## src/rtl/sd_rsp_pkg.sv

```systemverilog
package sd_rsp_pkg;

  typedef enum logic [1:0] {
    ST_IDLE,
    ST_TURN,
    ST_WAIT,
    ST_RECV
  } rx_state_t;

  localparam int CRC_W = 7;
  localparam logic [CRC_W-1:0] CRC_POLY = 7'h09;

endpackage

```

## src/rtl/sd_crc7_ser.sv

```systemverilog
module sd_crc7_ser
  import sd_rsp_pkg::*;
(
  input  logic             clk,
  input  logic             rst,
  input  logic             clr,
  input  logic             en,
  input  logic             bit_i,
  output logic [CRC_W-1:0] crc_o
);

  logic fb;
  assign fb = crc_o[CRC_W-1] ^ bit_i;

  always_ff @(posedge clk) begin
    if (rst || clr) begin
      crc_o <= '0;
    end else if (en) begin
      crc_o <= {crc_o[CRC_W-2:0], 1'b0} ^ (fb ? CRC_POLY : '0);
    end
  end

endmodule

```

## src/rtl/sd_rsp_unpack.sv

```systemverilog
module sd_rsp_unpack
  import sd_rsp_pkg::*;
#(
  parameter int FRAME_W = 48,
  parameter int IDX_W   = 6,
  parameter int RCA_W   = 16,
  parameter int STAT_W  = 32
) (
  input  logic [FRAME_W-1:0] frame_i,
  input  logic [CRC_W-1:0]   crc_calc_i,
  input  logic [IDX_W-1:0]   exp_idx_i,
  output logic [RCA_W-1:0]   rca_o,
  output logic [STAT_W-1:0]  status_o,
  output logic               e_crc_o,
  output logic               e_frame_o,
  output logic               e_idx_o
);

  localparam int TX_POS  = FRAME_W - 2;
  localparam int IDX_LO  = TX_POS - IDX_W;
  localparam int RCA_LO  = IDX_LO - RCA_W;
  localparam int ST_LO   = CRC_W + 1;
  localparam int LOW_CNT = 13;

  assign rca_o = frame_i[RCA_LO +: RCA_W];

  always_comb begin
    status_o                = '0;
    status_o[LOW_CNT-1:0]   = frame_i[ST_LO +: LOW_CNT];
    status_o[19]            = frame_i[ST_LO + LOW_CNT];
    status_o[22]            = frame_i[ST_LO + LOW_CNT + 1];
    status_o[23]            = frame_i[ST_LO + LOW_CNT + 2];
  end

  assign e_frame_o = frame_i[TX_POS] | ~frame_i[0];
  assign e_idx_o   = frame_i[IDX_LO +: IDX_W] != exp_idx_i;
  assign e_crc_o   = frame_i[1 +: CRC_W] != crc_calc_i;

endmodule

```

## src/rtl/sd_rsp_rx.sv

```systemverilog
module sd_rsp_rx
  import sd_rsp_pkg::*;
#(
  parameter int FRAME_W   = 48,
  parameter int IDX_W     = 6,
  parameter int RCA_W     = 16,
  parameter int STAT_W    = 32,
  parameter int WAIT_W    = 7,
  parameter int TURN_BITS = 2
) (
  input  logic              clk,
  input  logic              rst,
  input  logic              cmd_i,
  input  logic              cmd_done_i,
  input  logic [IDX_W-1:0]  exp_idx_i,
  input  logic [WAIT_W-1:0] max_wait_i,
  output logic              rsp_valid_o,
  output logic [RCA_W-1:0]  rca_o,
  output logic [STAT_W-1:0] card_status_o,
  output logic              err_crc_o,
  output logic              err_frame_o,
  output logic              err_idx_o,
  output logic              err_tmo_o
);

  localparam int CNT_W    = $clog2(FRAME_W);
  localparam int TURN_W   = (TURN_BITS > 1) ? $clog2(TURN_BITS) : 1;
  localparam int CRC_SPAN = FRAME_W - CRC_W - 1;

  rx_state_t          state;
  logic [TURN_W-1:0]  tcnt;
  logic [WAIT_W-1:0]  wcnt;
  logic [CNT_W-1:0]   bcnt;
  logic [FRAME_W-2:0] shreg;
  logic [FRAME_W-1:0] frame_w;
  logic [CRC_W-1:0]   crc_w;
  logic               crc_clr, crc_en;
  logic [RCA_W-1:0]   rca_w;
  logic [STAT_W-1:0]  stat_w;
  logic               e_crc_w, e_frame_w, e_idx_w;

  assign frame_w = {shreg, cmd_i};
  assign crc_clr = (state == ST_WAIT) && !cmd_i;
  assign crc_en  = (state == ST_RECV) && (bcnt < CNT_W'(CRC_SPAN));

  sd_crc7_ser u_crc (
    .clk   (clk),
    .rst   (rst),
    .clr   (crc_clr),
    .en    (crc_en),
    .bit_i (cmd_i),
    .crc_o (crc_w)
  );

  sd_rsp_unpack #(
    .FRAME_W (FRAME_W),
    .IDX_W   (IDX_W),
    .RCA_W   (RCA_W),
    .STAT_W  (STAT_W)
  ) u_unpack (
    .frame_i    (frame_w),
    .crc_calc_i (crc_w),
    .exp_idx_i  (exp_idx_i),
    .rca_o      (rca_w),
    .status_o   (stat_w),
    .e_crc_o    (e_crc_w),
    .e_frame_o  (e_frame_w),
    .e_idx_o    (e_idx_w)
  );

  always_ff @(posedge clk) begin
    if (rst) begin
      state         <= ST_IDLE;
      tcnt          <= '0;
      wcnt          <= '0;
      bcnt          <= '0;
      shreg         <= '0;
      rsp_valid_o   <= 1'b0;
      rca_o         <= '0;
      card_status_o <= '0;
      err_crc_o     <= 1'b0;
      err_frame_o   <= 1'b0;
      err_idx_o     <= 1'b0;
      err_tmo_o     <= 1'b0;
    end else begin
      rsp_valid_o <= 1'b0;
      err_crc_o   <= 1'b0;
      err_frame_o <= 1'b0;
      err_idx_o   <= 1'b0;
      err_tmo_o   <= 1'b0;
      case (state)
        ST_IDLE: begin
          if (cmd_done_i) begin
            state <= ST_TURN;
            tcnt  <= '0;
          end
        end
        ST_TURN: begin
          if (tcnt == TURN_W'(TURN_BITS - 1)) begin
            state <= ST_WAIT;
            wcnt  <= '0;
          end else begin
            tcnt <= tcnt + 1'b1;
          end
        end
        ST_WAIT: begin
          if (!cmd_i) begin
            state <= ST_RECV;
            bcnt  <= CNT_W'(1);
            shreg <= '0;
          end else if (wcnt + 1'b1 == max_wait_i) begin
            state       <= ST_IDLE;
            rsp_valid_o <= 1'b1;
            err_tmo_o   <= 1'b1;
          end else begin
            wcnt <= wcnt + 1'b1;
          end
        end
        ST_RECV: begin
          shreg <= {shreg[FRAME_W-3:0], cmd_i};
          bcnt  <= bcnt + 1'b1;
          if (bcnt == CNT_W'(FRAME_W - 1)) begin
            state         <= ST_IDLE;
            rsp_valid_o   <= 1'b1;
            rca_o         <= rca_w;
            card_status_o <= stat_w;
            err_crc_o     <= e_crc_w;
            err_frame_o   <= e_frame_w;
            err_idx_o     <= e_idx_w;
          end
        end
        default: state <= ST_IDLE;
      endcase
    end
  end

endmodule

```

## config.mk

```make
export PLATFORM = sky130hd
export DESIGN_NAME = sd_rsp_rx
export DESIGN_NICKNAME = d
export VERILOG_FILES = /design/src/rtl/sd_rsp_pkg.sv /design/src/rtl/sd_crc7_ser.sv /design/src/rtl/sd_rsp_unpack.sv /design/src/rtl/sd_rsp_rx.sv
export SDC_FILE = /design/constraint.sdc
export NUM_CORES = 1
export LEC_CHECK = 0
export CAP_MARGIN = 30
export CORE_AREA = 2 2 70 138
export CTS_CLUSTER_DIAMETER = 100
export CTS_CLUSTER_SIZE = 8
export DETAILED_ROUTE_END_ITERATION = 6
export DIE_AREA = 0 0 72 140
export PLACE_DENSITY_LB_ADDON = 0.15
export SLEW_MARGIN = 20
export SYNTH_ARGS = -nofsm -noshare
export SYNTH_HDL_FRONTEND = slang
export SYNTH_SLANG_ARGS = --single-unit
export TNS_END_PERCENT = 30
```

## constraint.sdc

```tcl
create_clock -name clk -period 2 [get_ports clk]
set_input_delay 0.4 -clock clk [delete_from_list [all_inputs] [get_ports clk]]
set_output_delay 0.4 -clock clk [all_outputs]
set_load 0.02 [all_outputs]
```

Word-level counts from Yosys, hierarchy flattened --
Cells that the tools add are included. Widths: inputs -> output; s select.
Operators by class: bitwise logic cells 7, mux-type cells 22, equality and inequality tests 14, $lt $le $gt $ge 1, add/sub/neg operators 3, reduce and logical (&&, ||, !) cells 15
Operators with widths (number):
- $pmux 46 s2 | 1
- $mux 46 | 1
- $mux 7 | 3
- $pmux 7 s2 | 1
- $pmux 6 s2 | 1
- $mux 2 | 5
- $ne 2x2->1 const B | 5
- $pmux 2 s4 | 1
- $reduce_and 4->1 | 2
- $add 7x1->7 const B | 1
- $eq 7x7->1 | 1
- $ne 7x7->1 | 1
- $xor 7x7->7 | 1
- $add 6x1->6 const B | 1
- $eq 6x6->1 const B | 1
- $lt 6x6->1 const B | 1
- $mux 6 | 1
- $ne 6x6->1 | 1
- $reduce_and 2->1 | 3
- $reduce_bool 2->1 | 3
- $mux 1 | 5
- $eq 2x2->1 const B | 2
- $mux 4 | 1
- $not 1->1 | 4
- other kinds (13) | 15
Word-level totals: word-level logic and storage cells 75, output and inout port bits 53, bits of input ports 17, register bits 106

Longest topological paths before layout --
depth after elaboration 5, mapped depth 8, depth with buffers taken out 7

Modules after synthesis --
From an unflattened synthesis, not the netlist that was laid out.
Unflattened totals: cell total of the unflattened synthesis 598, area total of the unflattened synthesis 5127.4 um2
By module, submodules not included:
- sd_rsp_rx | cells each 503, seq. area each 2322.2 um2, area an instance 4342.9 um2, instances 1
- sd_rsp_unpack | cells each 67, seq. area each 0.0 um2, area an instance 508.0 um2, instances 1
- sd_crc7_ser | cells each 28, seq. area each 140.1 um2, area an instance 276.5 um2, instances 1

Least setup slack after synthesis --
No wires, ideal clock.
path type register to register, start point reg wcnt[0], end point reg wcnt[5], buffers on the path 0, path slack -0.143 ns, stages on the path, launching flop included 8, library setup time 0.122 ns, period minus slack after synthesis 2.143 ns, arrival 2.022 ns, required time 1.878 ns, path through dfxtp_1 -> ha_1 -> nand3_1 -> xnor2_1 -> nor4_1 -> a21oi_1 -> and3_1 -> a221o_1
Between the ends: longest elaborated chain between the ends 4, elaborated cells between the ends (all ways) 7, those cells by class 1 x add/sub; 2 x eq/ne; 3 x mux; 1 x reduce/logical
Ends and longest elaborated chain:
- start, declared | line sd_rsp_rx.sv:32 | logic [WAIT_W-1:0] wcnt;
- start signal, assigned | line sd_rsp_rx.sv:116 | wcnt <= wcnt + 1'b1;
- $add 7x1->7 * | line sd_rsp_rx.sv:111, sd_rsp_rx.sv:116
- $eq 7x7->1 / $mux 7 (equally long branches) | line sd_rsp_rx.sv:111 | end else if (wcnt + 1'b1 == max_wait_i) begin
- $ne 2x2->1 (no line) / $mux 7 (equally long branches)
- $reduce_and 4->1 (no line) / $pmux 7 s2 (equally long branches)
Mark *: on every way between the ends. The rest lies on a longest branch, timed or not. The select of a mux whose other input is x is not followed. A chain may end at the register's enable or synchronous reset.

Worst setup path after layout --
start point in max_wait_i[0], end point reg wcnt[6]
Between the ends: longest elaborated chain between the ends 3
Ends and longest elaborated chain:
- start, declared | line sd_rsp_rx.sv:16 | input logic [WAIT_W-1:0] max_wait_i,
- $eq 7x7->1 | line sd_rsp_rx.sv:111
- $ne 2x2->1 (no line)
- $reduce_and 4->1 (no line)
Every way passes these cells.

==> flow_summary.yaml <==
global_route:
  overflow: 0
  grt_first_pass_wirelength_um: 15000
  grt_pass1_vias: 3283
  globalRouteTotalUtil_pct: 18.5
  maximum_number_of_pins_on_one_net_before_global_route_repair: 48
  grt_antenna_before_repair: 0
yosys:
  top_cell_type_s_share_of_synthesized_area_pct: 50.2
  postSynthRegisterBits: 106
  yosysUniqueCellTypes: 39
  synthesis.yosys.warnings: 0
  syn-cell-area_um2: 4220
  netlist_top_cells_area: "dfxtp_1 (50%), a22oi_1 (8.5%), nand2_1 (6.8%)"
  syn-instance-count: 481
  synth_area_leader_cell: "dfxtp_1"
  yosysSeqAreaShare_pct: 50.2
  avgSynthCellArea_um2: 8.78
sta:
  fmax_mhz: 521
  period_minus_slack_ns: 1.92
  hold_viol: 0
  slew_violations: 0
  timing.setup.tns_ns: 0
  min_period_over_period_pct: 96.0
  unrepaired_setup_endpoints_after_global_routing: "yes"
  holdWs_ns: 0.455
  finClkSkew_ns: 0.00487
  finalSetupViolations: 0
final_layout:
  syn_to_final_growth_pct: 24.6
  final_common_cell: "dfxtp_1"
  design_area_um2: 5260
  layout_cell_share_with_drive_strength_beyond_1_pct: 9.61
  n_antenna_cell: 0
  layout_common_cells: "dfxtp_1 (104), nand2_1 (75), nor2_1 (66), clkdlybuf4s50_1 (51), a22oi_1 (48)"
  filler_cell_count: 822
  net_count_final: 558
clocking:
  cell_chosen_for_the_clock_root: "clkbuf_16"
  cts.sinks: 106
  clock_latency_ns: 0.34
  cts.clk_slew.worst_paths_ns: 0.06
  tritoncts_clock_tree: "built"
  cts.path.max_buffers: 2
  cts_inserted_buffers: 9
  h-tree-depth: 3
drt:
  drt_first_iter_violations: 174
  detail_route.vias_per_cell: 5.38
  detail_route.wl_per_cell_um: 13.9
  via_count: 3457
  totalWireLength_um: 8960
  drt_first_pass_iters: 4
  drc_errors: 0
  detail-route-antenna-nets: 0
pwr:
  lkg_pwr_nw: 1.96
  pwr-share-seq_pct: 51.4
  worst_ir_drop_on_vdd_mv: 0.641
  clockPowerShare_pct: 43.0
  p_sw_share_pct: 20.7
  netSwitchingPower_mw: 0.855
  comb_power_share_pct: 5.6
  power_density_nw_per_um2: 786
  power_report.internal_total_mw: 3.28
critical_path:
  regToRegStartpoint: "wcnt[0]$_SDFFE_PP0P_"
  reg2reg_depth: 7
  timing.rr.end: "wcnt[6]$_SDFFE_PP0P_"
  worst_setup_path_start_kind: "primary input"
  crit_fanout: 7
  r2r_setup_slk_ns: 0.08
  worst_setup_path_end_kind: "register"
  worstPathArrival_ns: 2.14
  crit_type: "primary input to register"
  cp.required_ns: 2.23
floorplan:
  floorplan.initialDensity_pct: 46.9
  num_rows: 49
  num_io_pins: 70
  core_area_um2: 9010
  die_y_um: 140
  die-width_um: 72
  die-area_um2: 10100
placed_design:
  postPlaceCellArea_um2: 4910
  place_hpwl_um: 6270
  gp_routability_congestion: 0.798
  total_of_buffers_placed_on_input_and_output_ports: 53
status:
  outcome: "finished, final reports clean"
hold_path:
  worstHoldEndpoint: "card_status_o[8]$_SDFFE_PP0P_"
  startpoint_of_the_most_critical_hold_path: "card_status_o[8]$_SDFFE_PP0P_"
  number_of_cells_traversed_by_the_worst_hold_path: 2
  class_of_the_most_critical_hold_timing_path: "register to register"
flow_run:
  max_cap_viol_count: 0
-- flip-flops by register name, indices dropped and copies added (netlist names) --
signal	count
bcnt	6
rca_o	16
err_crc_o	1
err_tmo_o	1
rsp_valid_o	1
tcnt	1
wcnt	7
state	2
u_crc.crc_o	7
card_status_o	16
err_frame_o	1
err_idx_o	1
shreg	46
-- synthesized netlist by cell type, drive strengths merged --
cell	instances
nor2	66
nor4b	1
nor3b	1
a22oi	48
a221o	3
o221ai	1
a31oi	3
dfxtp	106
a311oi	2
nor3	2
nand3	7
a21oi	40
o21bai	1
a211oi	1
and3b	2
inv	2
mux2	1
o21ai	7
ha	2
xor2	11
clkbuf	30
mux2i	6
nand2	77
nor2b	2
buf	17
and2	2
a22o	3
conb	1
and3	3
nand3b	1
and4	1
nand4	2
or3	2
a21o	1
xnor2	16
nand2b	7
nor4	3
-- power by group through the flow --
stage,clock (mW),sequential [mW],combinational [mW]
2_1_floorplan,0,2.17,0.169
3_3_place_gp,0,2.18,0.220
3_5_place_dp,0,2.18,0.222
4_1_cts,1.82,2.13,0.231
5_1_grt,1.90,2.13,0.252
6_report,1.78,2.13,0.230
-- worst max path at each step --
| stage | start | endpoint | cells past startpoint |
|---|---|---|---|
| after floorplan | wcnt[0]$_SDFFE_PP0P_ | wcnt[5]$_SDFFE_PP0P_ | 7 |
| after global placement | max_wait_i[6] | wcnt[0]$_SDFFE_PP0P_ | 7 |
| after detailed placement | max_wait_i[0] | wcnt[0]$_SDFFE_PP0P_ | 7 |
| after CTS | wcnt[1]$_SDFFE_PP0P_ | wcnt[6]$_SDFFE_PP0P_ | 8 |
| after global routing | wcnt[1]$_SDFFE_PP0P_ | wcnt[5]$_SDFFE_PP0P_ | 7 |
| final | max_wait_i[0] | wcnt[6]$_SDFFE_PP0P_ | 7 |
-- cell families (layout without fill, tap and decap cells) --
logic type / Yosys count / in the layout / synth area share (%)
AND/OR/NAND/NOR: 179 / 179 / 18.5
AO/OA/AOI/OAI: 110 / 110 / 17.4
flip-flops: 106 / 106 / 50.2
buffers and inverters: 49 / 94 / 5.86
XOR/XNOR: 27 / 27 / 5.60
multiplexers: 7 / 7 / 1.69
adder cells (fa/ha/maj): 2 / 2 / 0.592
other: 1 / 16 / 0.0888
-- critical path, cell delays in order --
cell and delay [ns]:
clkdlybuf4s50_1 0.47, xor2_1 0.17, nand2_1 0.11, nor4_4 0.36, a21oi_2 0.16, and3_1 0.21
a221o_1 0.26
-- through the flow --
| step | instances | setup slack (ns) | power (mW) | utilization, % |
|---|---|---|---|---|
| final | 643 | 0.0804 | 4.14 | 58.4 |
| after detailed placement | 628 | -0.324 | 2.40 | 54.5 |
| after floorplan | 496 | 0.0348 | 2.34 | - |
| after global routing | 643 | -0.0157 | 4.28 | 58.4 |
| after CTS | 643 | 0.00322 | 4.18 | 58.4 |
| after global placement | 628 | -0.267 | 2.40 | 54.5 |
-- timing repair --
item                       CTS  global route
pin swaps                    4             3
setup buffers                2             0
gates resized for setup      8             0
setup endpoints to repair    7             7
hold buffers                 0             0
-- layer usage --
metal	track usage (%)	part of all wire, %
met1	20.8	39
met2	33.4	55
met3	3.88	3.7
met4	6.85	1.6
met5	0	0
-- cell type report --
class	count	area [um2]	share of cell area (%)
Clock inverter	3	67.6	1.28
Sequential cell	106	2120	40.4
Timing Repair Buffer	79	736	14.0
Inverter	2	7.51	0.143
Clock buffer	10	229	4.35
Tap cell	102	128	2.42
Multi-Input combinational cell	341	1970	37.5
(Power assumes the default switching activity.)
